<file path="src/rtl/chain_fill_pkg.sv">
package chain_fill_pkg;

  localparam int CTRL_W = 32;

  // exact control word that launches a fill
  localparam logic [CTRL_W-1:0] START_CODE = 32'h1100_0002;
  // trigger (bit 28) and start (bit 24) cleared on completion
  localparam logic [CTRL_W-1:0] CLEAR_MASK = 32'h1100_0000;

  typedef enum logic [1:0] {
    SEL_ADDR  = 2'd0,
    SEL_COUNT = 2'd1,
    SEL_CTRL  = 2'd2,
    SEL_NONE  = 2'd3
  } reg_sel_e;

endpackage

</file>
<file path="src/rtl/cf_regs.sv">
module cf_regs
  import chain_fill_pkg::*;
#(
  parameter int ADDR_W = 24,
  parameter int CNT_W  = 16,
  parameter int DATA_W = 32
) (
  input  logic              clk,
  input  logic              rst_n,
  input  logic              wr_en,
  input  logic [1:0]        sel,
  input  logic [DATA_W-1:0] wdata,
  input  logic              busy,
  input  logic              finish,
  output logic [DATA_W-1:0] rdata,
  output logic [ADDR_W-1:0] base_addr,
  output logic [CNT_W-1:0]  cnt_field,
  output logic              launch
);

  logic [ADDR_W-1:0] addr_q;
  logic [DATA_W-1:0] cnt_q;
  logic [DATA_W-1:0] ctrl_q;
  logic              wr_ok;

  // writes are dropped for the whole run, completion edge included
  assign wr_ok = wr_en && !busy;

  always_ff @(posedge clk or negedge rst_n) begin
    if (!rst_n) begin
      addr_q <= '0;
      cnt_q  <= '0;
      ctrl_q <= '0;
    end else if (finish) begin
      ctrl_q <= ctrl_q & ~DATA_W'(CLEAR_MASK);
    end else if (wr_ok) begin
      case (reg_sel_e'(sel))
        SEL_ADDR:  addr_q <= wdata[ADDR_W-1:0];
        SEL_COUNT: cnt_q  <= wdata;
        SEL_CTRL:  ctrl_q <= wdata;
        default:   ;
      endcase
    end
  end

  always_comb begin
    case (reg_sel_e'(sel))
      SEL_ADDR:  rdata = DATA_W'(addr_q);
      SEL_COUNT: rdata = cnt_q;
      SEL_CTRL:  rdata = ctrl_q;
      default:   rdata = '0;
    endcase
  end

  assign base_addr = addr_q;
  assign cnt_field = cnt_q[CNT_W-1:0];
  assign launch    = (ctrl_q == DATA_W'(START_CODE)) && !busy;

  p_clear_bits_r9: assert property (@(posedge clk) disable iff (!rst_n)
    finish |=> (ctrl_q[28] == 1'b0) && (ctrl_q[24] == 1'b0));

  p_launch_exact_r3: assert property (@(posedge clk) disable iff (!rst_n)
    $rose(busy) |-> ($past(ctrl_q) == DATA_W'(START_CODE)));

  p_busy_freeze_r10: assert property (@(posedge clk) disable iff (!rst_n)
    busy |=> $stable(addr_q) && $stable(cnt_q));

endmodule

</file>
<file path="src/rtl/cf_seq.sv">
module cf_seq #(
  parameter int ADDR_W = 24,
  parameter int CNT_W  = 16,
  parameter int DATA_W = 32
) (
  input  logic              clk,
  input  logic              rst_n,
  input  logic              launch,
  input  logic [ADDR_W-1:0] base_addr,
  input  logic [CNT_W-1:0]  cnt_field,
  input  logic              mem_ready,
  output logic              mem_req,
  output logic [ADDR_W-1:0] mem_addr,
  output logic [DATA_W-1:0] mem_wdata,
  output logic              busy,
  output logic              finish,
  output logic              done
);

  localparam int TOT_W = CNT_W + 1;

  // zero in the count field stands for the full 2^CNT_W words
  function automatic logic [TOT_W-1:0] word_total(input logic [CNT_W-1:0] c);
    if (c == '0) return TOT_W'(1) << CNT_W;
    return TOT_W'(c);
  endfunction

  // address of the word below, modulo 2^ADDR_W
  function automatic logic [ADDR_W-1:0] link_below(input logic [ADDR_W-1:0] a);
    return a - ADDR_W'(4);
  endfunction

  function automatic logic [DATA_W-1:0] end_marker();
    return DATA_W'({ADDR_W{1'b1}});
  endfunction

  logic              busy_q;
  logic [ADDR_W-1:0] cur_q;
  logic [TOT_W-1:0]  left_q;
  logic              done_q;
  logic              accept;
  logic              last_word;

  assign last_word = (left_q == TOT_W'(1));
  assign accept    = busy_q && mem_ready;
  assign finish    = accept && last_word;

  always_ff @(posedge clk or negedge rst_n) begin
    if (!rst_n) begin
      busy_q <= 1'b0;
      cur_q  <= '0;
      left_q <= '0;
      done_q <= 1'b0;
    end else begin
      done_q <= finish;
      if (launch) begin
        busy_q <= 1'b1;
        cur_q  <= base_addr;
        left_q <= word_total(cnt_field);
      end else if (accept) begin
        if (last_word) begin
          busy_q <= 1'b0;
        end else begin
          cur_q  <= link_below(cur_q);
          left_q <= left_q - TOT_W'(1);
        end
      end
    end
  end

  assign mem_req   = busy_q;
  assign mem_addr  = cur_q;
  assign mem_wdata = last_word ? end_marker() : DATA_W'(link_below(cur_q));
  assign busy      = busy_q;
  assign done      = done_q;

  p_stall_hold_r7: assert property (@(posedge clk) disable iff (!rst_n)
    (busy_q && !mem_ready) |=> mem_req && $stable(mem_addr) && $stable(mem_wdata));

  p_step_down_r5: assert property (@(posedge clk) disable iff (!rst_n)
    (accept && !last_word) |=> (mem_addr == $past(mem_addr) - ADDR_W'(4)));

  p_first_at_base_r5: assert property (@(posedge clk) disable iff (!rst_n)
    launch |=> mem_req && (mem_addr == $past(base_addr)));

  p_done_after_last_r8: assert property (@(posedge clk) disable iff (!rst_n)
    finish |=> done && !mem_req);

  p_done_single_r8: assert property (@(posedge clk) disable iff (!rst_n)
    done |=> !done);

endmodule

</file>
<file path="src/rtl/list_chain_fill.sv">
module list_chain_fill #(
  parameter int ADDR_W = 24,
  parameter int CNT_W  = 16,
  parameter int DATA_W = 32
) (
  input  logic              clk,
  input  logic              rst_n,
  input  logic              reg_wr_en,
  input  logic [1:0]        reg_sel,
  input  logic [DATA_W-1:0] reg_wdata,
  output logic [DATA_W-1:0] reg_rdata,
  output logic              mem_req,
  output logic [ADDR_W-1:0] mem_addr,
  output logic [DATA_W-1:0] mem_wdata,
  input  logic              mem_ready,
  output logic              done
);

  logic              launch;
  logic              busy;
  logic              finish;
  logic [ADDR_W-1:0] base_addr;
  logic [CNT_W-1:0]  cnt_field;

  cf_regs #(.ADDR_W(ADDR_W), .CNT_W(CNT_W), .DATA_W(DATA_W)) u_regs (
    .clk       (clk),
    .rst_n     (rst_n),
    .wr_en     (reg_wr_en),
    .sel       (reg_sel),
    .wdata     (reg_wdata),
    .busy      (busy),
    .finish    (finish),
    .rdata     (reg_rdata),
    .base_addr (base_addr),
    .cnt_field (cnt_field),
    .launch    (launch)
  );

  cf_seq #(.ADDR_W(ADDR_W), .CNT_W(CNT_W), .DATA_W(DATA_W)) u_seq (
    .clk       (clk),
    .rst_n     (rst_n),
    .launch    (launch),
    .base_addr (base_addr),
    .cnt_field (cnt_field),
    .mem_ready (mem_ready),
    .mem_req   (mem_req),
    .mem_addr  (mem_addr),
    .mem_wdata (mem_wdata),
    .busy      (busy),
    .finish    (finish),
    .done      (done)
  );

  p_idle_after_done_r9: assert property (@(posedge clk) disable iff (!rst_n)
    done |-> !mem_req);

endmodule

</file>
<file path="config.mk">
export PLATFORM = sky130hd
export DESIGN_NAME = list_chain_fill
export DESIGN_NICKNAME = d
export VERILOG_FILES = /design/src/rtl/chain_fill_pkg.sv /design/src/rtl/cf_regs.sv /design/src/rtl/cf_seq.sv /design/src/rtl/list_chain_fill.sv
export SDC_FILE = /design/constraint.sdc
export NUM_CORES = 1
export LEC_CHECK = 0
export BUFFER_PORTS_ARGS = -buffer_cell sky130_fd_sc_hd__buf_2
export CORE_MARGIN = 1.5
export CORE_UTILIZATION = 56
export DETAILED_ROUTE_END_ITERATION = 12
export PLACE_DENSITY = 0.8
export SLEW_MARGIN = 10
export SYNTH_ARGS = -nofsm -noshare
export SYNTH_HDL_FRONTEND = slang
export SYNTH_SLANG_ARGS = --single-unit
</file>
<file path="constraint.sdc">
create_clock -name clk -period 3.3 [get_ports clk]
set_input_delay 0.33 -clock clk [delete_from_list [all_inputs] [get_ports clk]]
set_output_delay 0.33 -clock clk [all_outputs]
set_load 0.02 [all_outputs]
</file>
# After elaboration in Yosys (flattened, before gate mapping)
# Index checks and enable logic that the tools add are counted.
dict set report totals {
  in_bits 38
  ff_bits 131
}
dict set report classes {
  bitwise 1
  n_reduce_logical 17
  addsub 2
  n_mux 18
  eq_ne 5
}
# op count
set ops {}
lappend ops {{two-way mux 24 bit} 4}
lappend ops {{case mux 32 bit (3 select lines)} 1}
lappend ops {{two-way mux 29 bit} 3}
lappend ops {{two-way mux 17 bit} 5}
lappend ops {{equality test 32 x 29 -> 1 bit, second input constant} 1}
lappend ops {{subtractor 24 x 3 -> 24 bit, second input constant} 1}
lappend ops {{equality test 17 x 1 -> 1 bit, second input constant} 1}
lappend ops {{subtractor 17 x 1 -> 17 bit, second input constant} 1}
lappend ops {{zero test 16 bit} 1}
lappend ops {{AND reduction 3 bit} 3}
lappend ops {{nonzero test 2 bit} 4}
lappend ops {{AND reduction 2 bit} 3}
lappend ops {{two-way mux 1 bit} 5}
lappend ops {{logical AND 1 bit} 4}
lappend ops {{equality test 2 x 1 -> 1 bit, second input constant} 1}
lappend ops {{equality test 2 bit, second input constant} 1}
lappend ops {{zero test 2 bit} 1}
lappend ops {{inequality test 2 bit, second input constant} 1}
lappend ops {{zero test 1 bit} 1}
lappend ops {{inverter 1 bit} 1}

# Longest topological paths before layout
dict set report logic_depth {
  word_depth 5
  mapped_depth 9
}

# Hierarchy
# Synthesis repeated with hierarchy kept, for this count alone.
dict set report hier_totals {
  cells_unflattened 676
  hier_area_um2 7305.8
}
# mod n_inst cells_per_inst area_per_inst_um2
set modules_own_cells {}
lappend modules_own_cells {cf_regs 1 313 4266.6}
lappend modules_own_cells {cf_seq 1 363 3039.2}

# Least setup slack after synthesis
# OpenSTA, ideal clock, no wires.
dict set report synth_timing {
  kind {register to output}
  from {register u_seq.cur_q[2], in the netlist u_seq.mem_addr[2]}
  to {output mem_wdata[14]}
  arrival_ps 2404
  path_stages_with_launch 8
  slack_ps 566
  t_required_ps 2970
  path_cell_list {dfrtp_1 inv_1 ha_1 or4b_1 or4_1 or3_1 xnor2_1 nand2_1}
}
dict set report synth_via {
  elab_chain_cells 2
}
# element line
set synth_lines {}
lappend synth_lines {{from (decl)} cf_seq.sv:38} ;# logic [ADDR_W-1:0] cur_q;
lappend synth_lines {{from (signal assigned)} cf_seq.sv:58} ;# cur_q <= base_addr;
lappend synth_lines {{from (signal assigned)} cf_seq.sv:64} ;# cur_q <= link_below(cur_q);
lappend synth_lines {{subtractor 24 x 3 -> 24 bit} cf_seq.sv:30} ;# return a - ADDR_W'(4);
lappend synth_lines {{two-way mux 24 bit} cf_seq.sv:73} ;# assign mem_wdata = last_word ? end_marker() : DATA_W'(link_below(cur_q));
lappend synth_lines {{to (decl)} list_chain_fill.sv:14} ;# output logic [DATA_W-1:0] mem_wdata,
# No other way between the ends.

# Worst setup path after layout
# Ends and elaborated chain as after synthesis.

==> results.json <==
{
  "worstSetupEndpoint": "mem_wdata[14]",
  "drt.antenna.violating_nets": 0,
  "setup_viol": 0,
  "leakage_nw": 3.97,
  "cp-end-kind": "output port",
  "avgSynthCellArea_um2": 10.4,
  "final_common_cell": "dfrtp_1",
  "grt_pass1_wl_mm": 29.7,
  "critPathRequiredTime_ns": 2.97,
  "dr.pass1.iters": 5,
  "worstSkewPairLatency_ns": 0.42,
  "hold_path.class": "primary input to flip-flop",
  "arrival_ns": 2.89,
  "rr_startpoint": "u_seq.left_q[3]",
  "worst-path-buf-inv": 2,
  "multiInputGateArea_um2": 3350,
  "synth_flop_cell": "dfrtp_1",
  "fin_util": 0.688,
  "yosysWarnings": 0,
  "tightest_slew_ns": 0.967,
  "drc_errors": 0,
  "path_depth": 8,
  "report.final.slew_viol_count": 0,
  "grt_use_total": 0.299,
  "worstPathCellList": "inv_1, ha_2, or4b_4, or4_4, or3_4, xnor2_1, nand2_1, buf_2",
  "seq_area_frac_synth": 0.475,
  "clkTransAtPathRegs_ns": 0.06,
  "antenna_found_initial": 0,
  "critPathTopFamily": "simple AND/OR/NAND/NOR gates",
  "synth_edf_count": 0,
  "gp_congestion": 0.934,
  "ys_ff_latch": 131,
  "grt_max_degree": 68,
  "max_cap_viol_count": 0,
  "cts_tree": "built",
  "io_pins": 128,
  "fin_crit_sh": 0.975,
  "root_buffer": "clkbuf_16",
  "register_area_um2": 3280,
  "grt_remaining_overflow": 0,
  "peakVddDrop_mv": 0.316,
  "critPathMaxFanout": 6,
  "die_h_um": 114,
  "syn2layout_area_growth_pct": 19.7,
  "drtIter0Drc": 460,
  "wl_per_cell_um": 20.1,
  "rows": 40,
  "power_mw": 4.35,
  "status": "finished clean",
  "hold_viol": 0,
  "synthCells": 661,
  "final_nets": 818,
  "maxSlewHeadroom": 0.355,
  "vias": 5840,
  "max_freq_mhz": 311,
  "via_per_inst": 6.24,
  "die_x_um": 114,
  "die-area_um2": 13000,
  "antennaDiodeCount": 0,
  "setup.worst_path.start": "u_seq.mem_addr[2]",
  "layout_common_cells": "131 x dfrtp_1, 118 x buf_2, 89 x nand2_1, 87 x mux2_2, 49 x o21ai_0",
  "async_flop_share": 1.00,
  "hpwl_mm": 13.1,
  "fill_cells": 899,
  "power.density_nw_per_um2": 526,
  "startpoint_type": "flip-flop",
  "min_period_ns": 3.22,
  "drt-total-wl_mm": 18.8,
  "reg2reg_to": "u_seq.mem_addr[6]",
  "cts_made_buffers": 17,
  "syn-cell-area_um2": 6900,
  "layout-drive-gt1-share": 0.341,
  "cts_sinks": 131,
  "critical-path-max-stage-delay_ns": 0.52,
  "finClkSkew_ns": 0.00873,
  "io_buffers": 119,
  "start_util": 0.575,
  "rrSetupSlack_ns": 0.41,
  "critPathKind": "flip-flop to output port",
  "critPathSlowestCell": "or4b_4",
  "core_um2": 12000,
  "r2r_cells": 6,
  "synth.distinct_cells": 57,
  "clock_path_buffers": 2,
  "grt_pass1_vias": 5672,
  "ctsHtreeMaxLevel": 4
}
-- power breakdown --
group	leakage (nW)	internal (mW)	switching (mW)
sequential	1.67	1.71	0.135
combinational	2.02	0.243	0.405
clock	0.287	1.21	0.650
-- kinds of logic after synthesis --
logic type	count (synthesis)	synth area share
simple gates	199	0.146
flops	131	0.475
mux	127	0.200
compound gates	102	0.0935
buf+inv	74	0.0493
xor+xnor	24	0.0304
fa+ha+maj	3	0.00544
other cells	1	0.000543
-- cell type report --
class / count / share of cell area
multi-input combinational: 463 / 0.405
sequential: 131 / 0.397
clock buffer: 27 / 0.0621
tap: 147 / 0.0223
timing repair buffer: 139 / 0.0939
clock inverter: 4 / 0.00848
inverter: 25 / 0.0114
-- flip-flops by register name, summed over array words and instances (netlist names) --
| signal | count |
|---|---|
| u_seq.mem_addr | 24 |
| u_seq.busy | 1 |
| u_regs.cnt_q | 32 |
| u_regs.ctrl_q | 32 |
| u_regs.base_addr | 24 |
| u_seq.done | 1 |
| u_seq.left_q | 17 |
-- synthesized netlist by cell type (3+ instances only) --
| cell | instances | area share |
|---|---|---|
| or3_1 | 10 | 0.0091 |
| nand3_1 | 14 | 0.010 |
| mux2i_1 | 40 | 0.058 |
| xor2_1 | 9 | 0.011 |
| nor3_1 | 9 | 0.0065 |
| xnor2_1 | 15 | 0.019 |
| nand2_1 | 89 | 0.048 |
| nor2_1 | 17 | 0.0092 |
| buf_4 | 8 | 0.0087 |
| clkbuf_1 | 33 | 0.018 |
| a21oi_1 | 12 | 0.0087 |
| o21ai_0 | 49 | 0.036 |
| o32ai_1 | 3 | 0.0038 |
| ha_1 | 3 | 0.0054 |
| inv_1 | 25 | 0.014 |
| o22ai_1 | 7 | 0.0063 |
| nor4b_1 | 3 | 0.0038 |
| or4_1 | 9 | 0.0098 |
| nor3b_1 | 3 | 0.0033 |
| mux2_2 | 87 | 0.14 |
| a22o_1 | 8 | 0.010 |
| o221a_2 | 3 | 0.0049 |
| nor4_1 | 13 | 0.012 |
| nand4b_1 | 4 | 0.0051 |
| nand4_1 | 9 | 0.0082 |
| nand2b_1 | 6 | 0.0054 |
| o211ai_1 | 4 | 0.0043 |
| buf_6 | 4 | 0.0065 |
| dfrtp_1 | 131 | 0.47 |
-- layer usage --
layer | share of wire | global-route usage | up-vias
met4 | 0.028 | 0.123 | 0
met3 | 0.067 | 0.0632 | 46
met2 | 0.50 | 0.482 | 265
met5 | 0 | 0 | -
li1 | - | - | 2585
met1 | 0.41 | 0.396 | 2944
-- worst reg2reg max path: stages (launching register included) --
cell and delay (ns):
dfrtp_1 0.41, or4_1 0.69, or4_4 0.60, nand2_2 0.43
buf_4 0.32, mux2i_1 0.24, a21oi_1 0.08
-- through the flow --
step / worst slack, ns / setup TNS, ns / hold WS [ns] / cells / instance area (um^2)
after floorplan: 0.566 / 0 / 0.0344 / 668 / 6930
after global placement: 0.456 / 0 / 0.338 / 904 / 7660
after detailed placement: 0.412 / 0 / 0.340 / 904 / 7660
after CTS: 0.00576 / 0 / 0.124 / 936 / 8250
after global routing: -0.00665 / -0.0121 / 0.157 / 936 / 8270
final: 0.0838 / 0 / 0.131 / 936 / 8270
-- worst min path at each step --
stage / from / endpoint / slack, ns / cells after the start
global route: reg_wdata[24] / u_regs.ctrl_q[24] / 0.16 / 3
floorplan: rst_n / u_regs.base_addr[0] / 0.03 / 0
CTS: reg_wdata[24] / u_regs.ctrl_q[24] / 0.12 / 3
global placement: rst_n / u_regs.base_addr[9] / 0.34 / 1
finish: reg_wdata[24] / u_regs.ctrl_q[24] / 0.13 / 3
detailed placement: rst_n / u_seq.mem_addr[4] / 0.34 / 1
-- what timing repair did --
| action | in CTS | in global routing |
|---|---|---|
| hold endpoints to repair | 38 | 0 |
| setup buffers | 0 | 0 |
| hold buffers | 1 | 0 |
| setup endpoints to repair | 1 | 2 |
| resized for setup | 1 | 3 |
| gates cloned | 0 | 0 |
Power figures use the tool's default switching activity.
